File: config.mk
export PLATFORM = sky130hd
export DESIGN_NAME = cmp_match_unit
export DESIGN_NICKNAME = d
export VERILOG_FILES = /design/src/rtl/cmu_pkg.sv /design/src/rtl/cmu_regs.sv /design/src/rtl/cmu_match_det.sv /design/src/rtl/cmu_action.sv /design/src/rtl/cmu_event.sv /design/src/rtl/cmp_match_unit.sv
export SDC_FILE = /design/constraint.sdc
export NUM_CORES = 1
export LEC_CHECK = 0
export BUFFER_PORTS_ARGS = -buffer_cell sky130_fd_sc_hd__buf_2
export CAP_MARGIN = 10
export CORE_AREA = 2 2 57 59
export CTS_BUF_LIST = sky130_fd_sc_hd__clkbuf_8
export DETAILED_ROUTE_END_ITERATION = 7
export DIE_AREA = 0 0 59 61
export PLACE_DENSITY = 0.64
export SYNTH_ARGS = -nofsm -noshare
export SYNTH_HDL_FRONTEND = slang
export SYNTH_SLANG_ARGS = --single-unit
File: constraint.sdc
create_clock -name clk -period 2.9 [get_ports clk]
set_input_delay 0.29 -clock clk [delete_from_list [all_inputs] [get_ports clk]]
set_output_delay 0.29 -clock clk [all_outputs]
set_load 0.03 [all_outputs]
File: src/rtl/cmu_pkg.sv
package cmu_pkg;
  localparam int MODE_W = 4;

  localparam logic [MODE_W-1:0] MODE_OFF = 4'b0000;
  localparam logic [MODE_W-1:0] MODE_TOG = 4'b0010;
  localparam logic [MODE_W-1:0] MODE_SET = 4'b1000;
  localparam logic [MODE_W-1:0] MODE_CLR = 4'b1001;
  localparam logic [MODE_W-1:0] MODE_SWI = 4'b1010;
  localparam logic [MODE_W-1:0] MODE_SEV = 4'b1011;

  // Mode produces an action (and an interrupt) on a match.
  function automatic logic mode_active(input logic [MODE_W-1:0] m);
    return (m == MODE_TOG) || (m == MODE_SET) || (m == MODE_CLR) ||
           (m == MODE_SWI) || (m == MODE_SEV);
  endfunction

  // Mode takes ownership of the output pin.
  function automatic logic mode_owns_pin(input logic [MODE_W-1:0] m);
    return (m == MODE_TOG) || (m == MODE_SET) || (m == MODE_CLR);
  endfunction
endpackage

File: src/rtl/cmu_regs.sv
module cmu_regs
  import cmu_pkg::*;
#(
  parameter int CNT_W = 16
) (
  input  logic              clk,
  input  logic              rst,
  input  logic              wr_en,
  input  logic              wr_addr,
  input  logic [CNT_W-1:0]  wr_data,
  output logic              ctrl_wr,
  output logic [MODE_W-1:0] ctrl_new,
  output logic [MODE_W-1:0] mode_q,
  output logic [CNT_W-1:0]  cmp_q
);
  localparam logic ADDR_CTRL = 1'b0;
  localparam logic ADDR_CMP  = 1'b1;

  assign ctrl_wr  = wr_en && (wr_addr == ADDR_CTRL);
  assign ctrl_new = wr_data[MODE_W-1:0];

  always_ff @(posedge clk) begin
    if (rst) begin
      mode_q <= MODE_OFF;
      cmp_q  <= '0;
    end else if (wr_en) begin
      if (wr_addr == ADDR_CTRL) mode_q <= ctrl_new;
      if (wr_addr == ADDR_CMP)  cmp_q  <= wr_data;
    end
  end
endmodule

File: src/rtl/cmu_match_det.sv
module cmu_match_det
  import cmu_pkg::*;
#(
  parameter int CNT_W = 16
) (
  input  logic              clk,
  input  logic              rst,
  input  logic [CNT_W-1:0]  cmp_val,
  input  logic [CNT_W-1:0]  count,
  input  logic [MODE_W-1:0] mode,
  input  logic              ctrl_wr,
  output logic              fire
);
  logic eq_now;
  logic eq_prev;
  logic rise;

  assign eq_now = (cmp_val == count);
  assign rise   = eq_now && !eq_prev;
  // A control write owns that cycle; a coincident match is dropped.
  assign fire   = rise && mode_active(mode) && !ctrl_wr;

  always_ff @(posedge clk) begin
    if (rst) eq_prev <= 1'b0;
    else     eq_prev <= eq_now;
  end

  // an equality onset cannot repeat on the very next cycle
  assert_single_onset_R8: assert property (@(posedge clk) disable iff (rst)
    rise |=> !rise);
endmodule

File: src/rtl/cmu_action.sv
module cmu_action
  import cmu_pkg::*;
(
  input  logic              clk,
  input  logic              rst,
  input  logic              ctrl_wr,
  input  logic [MODE_W-1:0] ctrl_new,
  input  logic [MODE_W-1:0] mode,
  input  logic              fire,
  output logic              out_latch,
  output logic              out_en
);
  always_ff @(posedge clk) begin
    if (rst) begin
      out_latch <= 1'b0;
      out_en    <= 1'b0;
    end else if (ctrl_wr) begin
      out_en <= mode_owns_pin(ctrl_new);
      case (ctrl_new)
        MODE_OFF: out_latch <= 1'b0;
        MODE_SET: out_latch <= 1'b0;  // preload opposite level
        MODE_CLR: out_latch <= 1'b1;
        default:  out_latch <= out_latch;
      endcase
    end else if (fire) begin
      case (mode)
        MODE_TOG: out_latch <= !out_latch;
        MODE_SET: out_latch <= 1'b1;
        MODE_CLR: out_latch <= 1'b0;
        default:  out_latch <= out_latch;
      endcase
    end
  end

  assert_zero_ctrl_low_R9: assert property (@(posedge clk) disable iff (rst)
    (ctrl_wr && ctrl_new == MODE_OFF) |=> (!out_latch && !out_en));

  assert_swi_latch_kept_R7: assert property (@(posedge clk) disable iff (rst)
    (mode == MODE_SWI && !ctrl_wr) |=> $stable(out_latch));

  assert_set_on_match_R3: assert property (@(posedge clk) disable iff (rst)
    (fire && mode == MODE_SET) |=> out_latch);

  assert_sev_latch_kept_R5: assert property (@(posedge clk) disable iff (rst)
    (mode == MODE_SEV && !ctrl_wr) |=> $stable(out_latch));
endmodule

File: src/rtl/cmu_event.sv
module cmu_event
  import cmu_pkg::*;
#(
  parameter bit ADC_START_EN = 1'b1
) (
  input  logic              clk,
  input  logic              rst,
  input  logic              fire,
  input  logic [MODE_W-1:0] mode,
  input  logic              flag_clr,
  input  logic              adc_enable,
  output logic              irq_flag,
  output logic              tmr_reset,
  output logic              adc_start
);
  logic sev_hit;
  assign sev_hit = fire && (mode == MODE_SEV);

  always_ff @(posedge clk) begin
    if (rst) begin
      irq_flag  <= 1'b0;
      tmr_reset <= 1'b0;
    end else begin
      if (fire)          irq_flag <= 1'b1;  // set beats clear
      else if (flag_clr) irq_flag <= 1'b0;
      tmr_reset <= sev_hit;
    end
  end

  generate
    if (ADC_START_EN) begin : g_adc
      always_ff @(posedge clk) begin
        if (rst) adc_start <= 1'b0;
        else     adc_start <= sev_hit && adc_enable;
      end
    end else begin : g_no_adc
      assign adc_start = 1'b0;
    end
  endgenerate

  assert_flag_set_R4: assert property (@(posedge clk) disable iff (rst)
    fire |=> irq_flag);

  assert_flag_clear_R4: assert property (@(posedge clk) disable iff (rst)
    (flag_clr && !fire) |=> !irq_flag);

  assert_reset_pulse_R5: assert property (@(posedge clk) disable iff (rst)
    tmr_reset |=> !tmr_reset);

  assert_adc_with_reset_R6: assert property (@(posedge clk) disable iff (rst)
    adc_start |-> tmr_reset);
endmodule

File: src/rtl/cmp_match_unit.sv
module cmp_match_unit
  import cmu_pkg::*;
#(
  parameter int CNT_W        = 16,
  parameter bit ADC_START_EN = 1'b1
) (
  input  logic             clk,
  input  logic             rst,
  input  logic             wr_en,
  input  logic             wr_addr,
  input  logic [CNT_W-1:0] wr_data,
  input  logic             flag_clr,
  input  logic [CNT_W-1:0] tmr_count,
  input  logic             adc_enable,
  output logic             out_latch,
  output logic             out_en,
  output logic             irq_flag,
  output logic             tmr_reset,
  output logic             adc_start
);
  logic              ctrl_wr;
  logic [MODE_W-1:0] ctrl_new;
  logic [MODE_W-1:0] mode_q;
  logic [CNT_W-1:0]  cmp_q;
  logic              fire;

  cmu_regs #(.CNT_W(CNT_W)) u_regs (
    .clk      (clk),
    .rst      (rst),
    .wr_en    (wr_en),
    .wr_addr  (wr_addr),
    .wr_data  (wr_data),
    .ctrl_wr  (ctrl_wr),
    .ctrl_new (ctrl_new),
    .mode_q   (mode_q),
    .cmp_q    (cmp_q)
  );

  cmu_match_det #(.CNT_W(CNT_W)) u_det (
    .clk     (clk),
    .rst     (rst),
    .cmp_val (cmp_q),
    .count   (tmr_count),
    .mode    (mode_q),
    .ctrl_wr (ctrl_wr),
    .fire    (fire)
  );

  cmu_action u_act (
    .clk       (clk),
    .rst       (rst),
    .ctrl_wr   (ctrl_wr),
    .ctrl_new  (ctrl_new),
    .mode      (mode_q),
    .fire      (fire),
    .out_latch (out_latch),
    .out_en    (out_en)
  );

  cmu_event #(.ADC_START_EN(ADC_START_EN)) u_evt (
    .clk        (clk),
    .rst        (rst),
    .fire       (fire),
    .mode       (mode_q),
    .flag_clr   (flag_clr),
    .adc_enable (adc_enable),
    .irq_flag   (irq_flag),
    .tmr_reset  (tmr_reset),
    .adc_start  (adc_start)
  );

  // an inactive mode never produces an action
  assert_idle_no_fire_R1: assert property (@(posedge clk) disable iff (rst)
    !mode_active(mode_q) |-> !fire);
endmodule

Word-level counts from Yosys, hierarchy flattened
Index checks and enable logic that the tools add are counted.
Cells by class
  bitwise operators: 1
  eq/ne operators: 10
  mux-type cells: 6
  reductions and logical operators: 23
Operators with widths (count)
  equality test 4 bit (second input constant): 6
  equality test 16 bit: 1
  equality test 4 x 2 -> 1 bit (second input constant): 2
  logical AND 1 bit: 6
  logical OR 1 bit: 6
  logical NOT 4 bit: 1
  two-way mux 1 bit: 4
  AND reduction 2 bit: 2
  nonzero test 2 bit: 2
  nonzero test 4 bit: 1
  logical NOT 1 bit: 3
  inequality test 3 x 2 -> 1 bit (second input constant): 1
  case mux 1 bit (3 select lines): 1
  AND reduction 3 bit: 1
  case mux 1 bit (2 select lines): 1
  OR reduction 2 bit: 1
  inverter 1 bit: 1
Word-level totals
  bits in registers: 26
  logic and storage cells: 48

Depth between registers and ports, before layout
Gate-level depths: netlist (run 1).
  depth after elaboration: 9
  depth in mapped cells: 6

By module
Synthesis (run 1) repeated with hierarchy kept, for this count alone.
Unflattened totals
  cell total of the unflattened synthesis: 151
  area total of the unflattened synthesis: 1490.2 um^2
By module, submodules not included
  cmu_regs: cells an instance 93, area each 972.2 um^2, times used 1
  cmu_match_det: cells an instance 27, area each 215.2 um^2, times used 1
  cmu_action: cells an instance 21, area each 180.2 um^2, times used 1
  cmu_event: cells an instance 10, area each 122.6 um^2, times used 1

Least setup slack after synthesis (run 1)
OpenSTA, ideal clock, no wires.
  path type: reg-to-reg
  start point: register u_regs.cmp_q[0]
  end point: register u_act.out_latch
  arrival time: 1.356 ns
  path buffers: 0
  data required time: 2.779 ns
  cell stages (with the launch flop): 6
  slack: 1.423 ns
  period minus slack after synthesis: 1.477 ns
  path through: dfxtp_1 xor2_1 nor4_1 nand4_1 o21ai_1 mux2_2
On the way
  longest elaborated chain between the ends: 6
Ends and longest elaborated chain
  start: declaration: RTL line cmu_regs.sv:14  | output logic [CNT_W-1:0] cmp_q
  start signal: assignment: RTL line cmu_regs.sv:28  | if (wr_addr == ADDR_CMP) cmp_q <= wr_data;
  equality test 16 bit: RTL line cmu_match_det.sv:18  | assign eq_now = (cmp_val == count);
  logical AND 1 bit: RTL line cmu_match_det.sv:19  | assign rise = eq_now && !eq_prev;
  logical AND 1 bit (2 in series): RTL line cmu_match_det.sv:21  | assign fire = rise && mode_active(mode) && !ctrl_wr;
  nonzero test 2 bit (no line)
  AND reduction 3 bit (no line)
  end signal: assignment: RTL line cmu_action.sv:23  | default: out_latch <= out_latch;
  end signal: assignment: RTL line cmu_action.sv:27  | MODE_TOG: out_latch <= !out_latch;
  end signal: assignment: RTL line cmu_action.sv:30  | default: out_latch <= out_latch;
  end: declaration: RTL line cmu_action.sv:10  | output logic out_latch,
No other way between the ends.
A chain may end at the register's enable or synchronous reset.

Worst setup path after layout (run 1)
  start point: register u_regs.cmp_q[9]
  end point: register u_act.out_latch
Same word-level chain as after synthesis.

==> summary.md, run 1 <==
| Metric | Value |
|---|---|
| Status | `completed` |
| # fillers | `308` |
| Die Ht | `61 um` |
| RSZ-0062 raised after global routing | `no` |
| Yosys reg bits | `26` |
| Critical Path Source Type | `flop` |
| Fin Hold WS | `251.9 ps` |
| Initial Util | `40.38%` |
| Max FO, Critical Path | `4` |
| Worst Hold Class | `input pin to flop` |
| Clk_lat worst skew | `270 ps` |
| ANT nets after route | `0` |
| Post-synthesis sequential area ratio | `43.65%` |
| GR Util met3 | `2.772%` |
| GP Congestion | `0.8013` |
| Tightest Pin Transition | `549.8 ps` |
| Initial antenna violation count | `0` |
| Fin cells | `222` |
| Synth Net Count | `188` |
| Largest net degree at the start of global routing | `27` |
| DIE AREA | `3599 um2` |
| Diode count | `0` |
| Mean Syn Cell Area | `7.949 um2` |
| Peak VDD IR | `0.2563 mV` |
| Cells after Synth | `150` |
| Final hold viol count | `0` |
| Post-cts sizing count | `0` |
| DR vias/cell | `4.982` |
| Core area | `2953 um2` |
| GR met1 Demand/Resource | `17.46%` |
| Power per Cell Area | `476.8 nW/um2` |
| DRT Wirelength | `2614 um` |
| Req. time, crit path | `3060 ps` |
| Detail Placement HPWL | `2040 um` |
| Number of port buffers | `42` |
| Cts bufs inserted | `3` |
| Nets | `228` |
| Placed Cells incl. Taps | `218` |
| Crit end category | `flop` |
| Final Skew | `3.582 ps` |
| Number of global-route vias before repair | `1056` |
| Post-CTS Setup Inserts | `0` |
| DIE WIDTH | `59 um` |
| Fin Setup TNS | `0 ps` |
| Worst-path clk slew | `80 ps` |
| Final core occ | `49.79%` |
| First-pass GRT wire length | `4181 um` |
| GR Util All Layers | `15.42%` |
| Period utilization | `58.83%` |
| Fin crit period | `1706 ps` |
| Slew margin rel. | `63.35%` |
| Root Driver | `clkbuf_8` |
| Post-Place Worst Slack | `1122 ps` |
| Max Cap Viol | `0` |
| GRT Residual Overflow | `0` |
| Rows | `20` |
| DRT Pass-1 Iters | `4` |
| Initial DRC Count | `32` |
| Final setup viols | `0` |
| GR peak layer | `met2` |
| Routed via count | `1106` |
| Number of H-tree levels | `1` |
| Syn Std Cell Area | `1192 um2` |
| Area Overhead vs Synth | `23.29%` |
| Highest clock rate | `0.5862 GHz` |
| Final setup margin | `1194 ps` |
| Wire per inst | `11.77 um` |
| Worst EP arrival | `1870 ps` |
| Slew Viols, Final | `0` |
| Met2 GRT Util | `27.78%` |
| Clock Sinks | `26` |
| IO Count | `43` |
| Netlist cell types | `26` |
| Crit path kind | `flop to flop` |
| Hold-fix buffers, CTS | `0` |
| Leakage power | `0.6607 nW` |
| Yosys Warn Count | `0` |
| DRC Markers | `0` |
| Share of cells above drive strength 1 | `25.93%` |
| CTS tree | `built` |
| Clock Tree Buf Depth | `2` |
sequential cells by signal, summed over array words and instances, names as in the netlist:
| name | flops |
|---|---|
| u_regs.cmp_q | 16 |
| u_regs.mode_q | 4 |
| u_act.out_en | 1 |
| u_act.out_latch | 1 |
| u_det.eq_prev | 1 |
| u_evt.adc_start | 1 |
| u_evt.irq_flag | 1 |
| u_evt.tmr_reset | 1 |
cell families (layout without fill, tap and decap cells):
kind of cell,count (synthesis),count (layout),synth area share (%)
AND/OR/NAND/NOR,67,67,26.44
AO/OA/AOI/OAI,27,27,11.86
flip-flops,26,26,43.65
XOR/XNOR,16,16,11.75
buffers and inverters,11,50,3.672
multiplexers,3,3,2.623
synth_stat cells, drive strengths merged:
cell type	n	area share, %
a21oi	23	9.7
and2	1	0.52
buf	2	0.84
clkbuf	5	1.6
dfxtp	26	44
inv	4	1.3
mux2	1	0.94
mux2i	2	1.7
nand2	42	13
nand2b	1	0.52
nand4	1	0.52
nand4b	1	0.73
nor2	5	1.6
nor2b	4	2.7
nor3	3	1.7
nor3b	2	1.3
nor4	5	2.6
o21ai	2	0.84
o21bai	1	0.63
o32ai	1	0.73
or2	1	0.52
or3	1	0.52
xor2	16	12
stage by stage:
stage                     total power (W)  area, um2
after floorplan                 0.0004398       1192
after global placement          0.0004780       1415
after detailed placement        0.0004811       1415
after CTS                       0.0007100       1470
after global routing            0.0007345       1470
final                           0.0007010       1470
worst paths after layout:
kind                            to  slack [ps]       startpoint  cells past startpoint
setup / recovery   u_act.out_latch        1190  u_regs.cmp_q[9]                      5
setup reg to reg   u_act.out_latch        1190  u_regs.cmp_q[9]                      5
hold / removal    u_regs.cmp_q[15]         250      wr_data[15]                      3
hold reg to reg    u_regs.cmp_q[5]         470  u_regs.cmp_q[5]                      2
worst max-delay path, cell delays in order (launching register included):
cell	delay, ps
dfxtp_1	330
xor2_1	160
nor4_1	350
nand4_1	220
o21ai_1	190
mux2_2	340
report_power, final:
| part | internal, W | switching, W |
|---|---|---|
| clock | 0.000121 | 0.000108 |
| sequential | 0.000370 | 0.0000103 |
| combinational | 0.0000430 | 0.0000484 |
| total | 0.000535 | 0.000166 |
placed cells by master (no fill, tap or decap):
cell and instances:
nand2_1 42, buf_2 42, dfxtp_1 26, a21oi_1 23
xor2_1 16, nor2_1 5, nor4_1 5, inv_1 4
clkbuf_8 4, nor2b_1 3, mux2i_1 2, nor3_1 2
nor3b_1 2, and2_1 1, nor2b_4 1, nand2b_1 1
nand4_1 1, or3_1 1, or2_1 1, nand4b_1 1
nor3_2 1, o32ai_1 1, o21bai_1 1, o21ai_0 1
o21ai_1 1, mux2_2 1
metal layers:
layer / share of wire, % / up-vias
li1: - / 570
met2: 47 / 35
met3: 7.0 / 5
met4: 1.8 / 0
met1: 44 / 496
met5: 0 / -
final cells by class:
type | count | area, um2 | share of cell area, %
clock buffers | 4 | 55.05 | 3.745
inverters | 4 | 15.01 | 1.021
flip-flops and latches | 26 | 520.5 | 35.40
repair buffers | 42 | 210.2 | 14.30
multi-input cells | 113 | 628.1 | 42.72
well taps | 33 | 41.29 | 2.809
Power figures use the tool's default switching activity.
==> run 2, diff against run 1 <==
ABC_AREA = 1   (was unset)
CORE_AREA = 2 2 59 61   (was 2 2 57 59)
DIE_AREA = 0 0 61 63   (was 0 0 59 61)
PLACE_DENSITY = 0.66   (was 0.64)
clock period = 1.4 ns   (was 2.9 ns; I/O delays follow)
==> run 2 against run 1 <==
Die area rose by 6.8%. First-iteration DRC count fell by 44%. Setup slack lost 1100 ps. Final area is 10% higher. Critical path type unchanged. Critical endpoint unchanged. Largest cell class unchanged.
==> summary.md, run 2 <==
| Metric | Value |
|---|---|
| Post-DP Area | `1569 um2` |
| CTS tree | `built` |
| Diode count | `0` |
| Nets | `284` |
| Core area | `3232 um2` |
| Worst EP arrival | `1460 ps` |
| Slowest CP cell | `dfxtp_2` |
| Commonest cells after routing, fill and taps aside | `buf_2, nor2_1, nand2_1, inv_1, dfxtp_1` |
| Cell taking the most area after synthesis | `dfxtp_1` |
| Top_reg_cell synth | `dfxtp_1` |
| Pwr Total | `0.001467 W` |
| Cells after Synth | `201` |
| Number of global-route vias before repair | `1132` |
| FF+latch area | `525.5 um2` |
| GRT Residual Overflow | `0` |
| Status | `completed` |
| Post-synthesis sequential area ratio | `39.88%` |
| Clk_lat worst skew | `260 ps` |
| DRT Pass-1 Iters | `4` |
| Post-Place Worst Slack | `169.6 ps` |
| Largest net degree at the start of global routing | `22` |
| Top-count cell post-synth | `nor2_1` |
| Number of port buffers | `42` |
| DRC Markers | `0` |
| Final Skew | `3.223 ps` |
| Slew margin rel. | `82.70%` |
| Yosys Warn Count | `0` |
| Post-synth ARST share | `0%` |
| Area Overhead vs Synth | `24.26%` |
| Synth Net Count | `239` |
| Max FO, Critical Path | `2` |
| CP Cell Sequence | `xor2_1 -> nor2_1 -> nand2_1 -> nor2_2 -> nand4_1 -> nand3_1 -> nand2_1 -> nor2_1` |
| Period utilization | `89.73%` |
| Cts bufs inserted | `3` |
| Tightest Pin Transition | `257.9 ps` |
| Final hold viol count | `0` |
| Rows | `21` |
| Worst Hold Class | `input pin to flop` |
| Yosys reg bits | `26` |
| Netlist cell types | `22` |
| Synth top area share | `39.88%` |
| # fillers | `352` |
| IO Count | `43` |
| Highest clock rate | `0.7961 GHz` |
| Post-route cell area | `1622 um2` |
| EDFF count, synth | `0` |
| Number of H-tree levels | `1` |
| Leading cell type in the layout, fill and taps excluded | `buf_2` |
| Power per Cell Area | `904.6 nW/um2` |
| Fin crit period | `1256 ps` |
| GP Congestion | `0.8022` |
| Clock Tree Buf Depth | `2` |
| DIE WIDTH | `61 um` |
| Detail Placement HPWL | `2123 um` |
| Routed via count | `1275` |
| Clock Sinks | `26` |
| DRT Wirelength | `2719 um` |
| Crit end category | `flop` |
| ANT nets after route | `0` |
| Final core occ | `50.17%` |
| First-pass GRT wire length | `4685 um` |
| Worst-path clk slew | `90 ps` |
| Top Registers | `u_regs.cmp_q (16), u_regs.mode_q (4)` |
| Peak VDD IR | `0.4326 mV` |
| Initial antenna violation count | `0` |
| GR Util All Layers | `15.68%` |
| Syn Std Cell Area | `1305 um2` |
| Wire per inst | `9.376 um` |
| Final setup viols | `0` |
| DIE AREA | `3843 um2` |
| Fin Hold WS | `110.2 ps` |
| Leakage power | `0.8288 nW` |
| Initial Util | `40.38%` |
| Critical Path Source Type | `flop` |
| Max reg flops | `16` |
| Root Driver | `clkbuf_8` |
| Req. time, crit path | `1600 ps` |
| Die Ht | `63 um` |
| CP top delay family | `simple AND/OR/NAND/NOR gates` |
| Multi-input gate area | `640.6 um2` |
| Initial DRC Count | `18` |
| DR vias/cell | `4.397` |
| Top reg by flops | `u_regs.cmp_q` |
| Final setup margin | `143.8 ps` |
| Hold-fix buffers, CTS | `0` |
| Synth top area cells | `dfxtp_1, nor2_1, nand2_1` |
| Worst path bufs/invs | `0` |
| Max Cap Viol | `0` |
| Share of cells above drive strength 1 | `27.87%` |
| Mean Syn Cell Area | `6.493 um2` |
| Largest stage delay, worst path | `330 ps` |
| Crit path kind | `flop to flop` |
| Commonest cells post-synth | `nor2_1, nand2_1, inv_1, dfxtp_1, o21ai_0` |
| Slew Viols, Final | `0` |
-- run 2: worst reg2reg max path, delay by kind of cell (launching register included) --
family / cells / cell delay [ps]
simple gates: 7 / 710
xor+xnor: 1 / 150
flops: 1 / 330
-- run 2: layout make-up --
class                      instances  area share, %
clock buffer                       3          2.546
inverter                          33          7.639
multi-input combinational        137          39.51
sequential                        26          32.41
tap                               46          3.549
timing repair buffer              45          14.35
-- run 2: final timing paths --
kind / from / end / slack, ps / depth (start not counted)
min: rst / u_det.eq_prev / 110 / 2
min reg2reg: u_regs.cmp_q[3] / u_regs.cmp_q[3] / 460 / 2
max reg2reg: u_regs.cmp_q[15] / u_act.out_latch / 140 / 8
max: u_regs.cmp_q[15] / u_act.out_latch / 140 / 8
-- run 2: cells by family (layout without fill, tap and decap cells) --
logic type | Yosys count | in the layout | share of synthesized area, %
XOR/XNOR | 4 | 4 | 2.684
buffers and inverters | 38 | 81 | 11.50
flip-flops | 26 | 26 | 39.89
AND/OR/NAND/NOR | 95 | 95 | 30.78
AO/OA/AOI/OAI | 38 | 38 | 15.15
-- run 2: repair_timing --
| item | 4_1_cts | 5_1_grt |
|---|---|---|
| endpoints found under the setup margin | 0 | 1 |
| gates resized for setup | 0 | 6 |
| buffers inserted | 0 | 0 |
-- run 2: report_power, final --
group | leakage, nW | switching [W] | internal, W
clock | 0.0216 | 0.000219 | 0.000192
sequential | 0.215 | 0.0000239 | 0.000781
combinational | 0.592 | 0.000140 | 0.000111
-- run 2: metal layers --
layer / track usage (%) / vias to the layer above / part of all wire (%)
met2: 24.46 / 26 / 45
li1: - / 705 / -
met4: 4.891 / 0 / 0.70
met5: 0 / - / 0
met1: 21.40 / 542 / 50
met3: 3.106 / 2 / 4.7
-- run 2: through the flow --
stage | instances | TNS, ps
after floorplan | 201 | 0
after global placement | 287 | 0
after detailed placement | 287 | 0
after CTS | 290 | 0
after global routing | 290 | -33.43
final | 290 | 0
==> run 3, diff against run 2 <==
MAX_ROUTING_LAYER = met4   (was unset)
==> run 3 against run 2 <==
Sequential power about the same. Sequential share of layout area unchanged. Clock power about the same. Fmax grew 0.43%. Die area stayed put. Non-clock buffer count is the same. Routed wire length fell by 0.40%. Via count up 0.86%. Register-to-register slack about the same. Critical endpoint unchanged. Final cell count unchanged. Final area did not move. Setup slack gained 5.3 ps.
==> summary.md, run 3 (same netlist as run 2, synthesis figures left out) <==
| Metric | Value |
|---|---|
| Status | `completed` |
| Commonest cells after routing, fill and taps aside | `buf_2, nor2_1, nand2_1, inv_1, dfxtp_1` |
| Worst hold stages | `2` |
| Post-Place Worst Slack | `169.6 ps` |
| First-pass GRT wire length | `4685 um` |
| Post-cts sizing count | `0` |
| Number of global-route vias before repair | `1132` |
| DRT Pass-1 Iters | `4` |
| Clk_lat worst skew | `260 ps` |
| Fin Hold WS | `110.1 ps` |
| Clock Tree Buf Depth | `2` |
| Max Cap Viol | `0` |
| Area Overhead vs Synth | `24.26%` |
| Power per Cell Area | `903.2 nW/um2` |
| CTS tree | `built` |
| GRT Residual Overflow | `0` |
| Req. time, crit path | `1600 ps` |
| Crit end category | `flop` |
| Largest net degree at the start of global routing | `22` |
| Max reg flops | `16` |
| DIE AREA | `3843 um2` |
| Leakage power | `0.8288 nW` |
| Nets | `284` |
| Number of H-tree levels | `1` |
| Worst Hold Class | `input pin to flop` |
| DRT Wirelength | `2708 um` |
| ANT nets after route | `0` |
| Max FO, Critical Path | `2` |
| Final setup margin | `149.2 ps` |
| GP Congestion | `0.8139` |
| Tightest Pin Transition | `258.9 ps` |
| Fin crit period | `1251 ps` |
| Number of port buffers | `42` |
| Final setup viols | `0` |
| Clock Sinks | `26` |
| DIE WIDTH | `61 um` |
| Cts bufs inserted | `3` |
| Placed Cells incl. Taps | `287` |
| Final hold viol count | `0` |
| Peak VDD IR | `0.4333 mV` |
| Slew margin rel. | `82.63%` |
| Pwr Total | `0.001465 W` |
| DRC Markers | `0` |
| Root Driver | `clkbuf_8` |
| Detail Placement HPWL | `2123 um` |
| Share of cells above drive strength 1 | `27.87%` |
| Worst-path clk slew | `90 ps` |
| Worst EP arrival | `1450 ps` |
| Final Skew | `1.827 ps` |
| Final core occ | `50.17%` |
| Top Registers | `u_regs.cmp_q (16), u_regs.mode_q (4)` |
| DR vias/cell | `4.434` |
| Wire per inst | `9.338 um` |
| Core area | `3232 um2` |
| Die Ht | `63 um` |
| Leading cell type in the layout, fill and taps excluded | `buf_2` |
| Crit path kind | `flop to flop` |
| GR Util All Layers | `16.09%` |
| Hold path start | `rst` |
| Reg2Reg Depth | `8` |
| Post-CTS Setup Inserts | `0` |
| Slew Viols, Final | `0` |
| Highest clock rate | `0.7995 GHz` |
| Top reg by flops | `u_regs.cmp_q` |
| Worst Hold End | `u_det.eq_prev` |
| Diode count | `0` |
| FF-to-FF Start | `u_regs.cmp_q[15]` |
| RR Endpoint | `u_act.out_latch` |
| Fin cells | `290` |
| Critical Path Source Type | `flop` |
| IO Count | `43` |
| Period utilization | `89.35%` |
| Initial Util | `40.38%` |
| Reg-to-reg slack, setup | `150 ps` |
| Rows | `21` |
| Initial DRC Count | `18` |
| Hold-fix buffers, CTS | `0` |
| Initial antenna violation count | `0` |
| Routed via count | `1286` |
-- run 3: cell counts in the layout (fill, tap and decap cells not counted) --
No cell type changed its count.
-- run 3: per-layer routing --
metal  wire [um]  track usage (%)  vias to the layer above  share of wire [%]
li1            -                -                      706                  -
met1        1318            21.40                      550                 49
met2        1216            24.46                       28                 45
met3         153            3.106                        2                5.6
met4          21            4.891                        0               0.78
met5           0                -                        -                  0
-- run 3: worst max path at each step --
stage | from | to | slack, ps | cells past startpoint
3_3_place_gp | u_regs.cmp_q[4] | u_evt.adc_start | 170 | 9
3_5_place_dp | u_regs.cmp_q[4] | u_evt.adc_start | 170 | 9
2_1_floorplan | u_regs.cmp_q[3] | u_evt.adc_start | 300 | 9
6_report | u_regs.cmp_q[15] | u_act.out_latch | 150 | 8
5_1_grt | u_regs.cmp_q[4] | u_act.out_latch | -30 | 10
4_1_cts | u_regs.cmp_q[4] | u_evt.adc_start | 150 | 9
-- run 3: cell type report --
type | instances | area, um2
Clock buffer | 3 | 41.29
Inverter | 33 | 123.9
Tap cell | 46 | 57.56
Fill cell | 352 | 1610
Multi-Input combinational cell | 137 | 640.6
Timing Repair Buffer | 45 | 232.7
Sequential cell | 26 | 525.5
-- run 3: report_power, final --
| part | switching (W) | internal (W) |
|---|---|---|
| combinational | 0.000140 | 0.000111 |
| clock | 0.000217 | 0.000192 |
| sequential | 0.0000238 | 0.000781 |
-- run 3: worst max-delay path, stage by stage, from the launching register on --
cell and delay [ps]:
dfxtp_2 330, xor2_1 150, nor2_1 100, nand2_1 70, nor2_2 130, nand4_1 150, nand3_1 100, nand2_1 60
nor2_1 100
-- run 3: per-stage QoR --
stage	instance area, um2	TNS [ps]
finish	1622	0
CTS	1610	0
detailed placement	1569	0
floorplan	1305	0
global route	1622	-33.43
global placement	1569	0
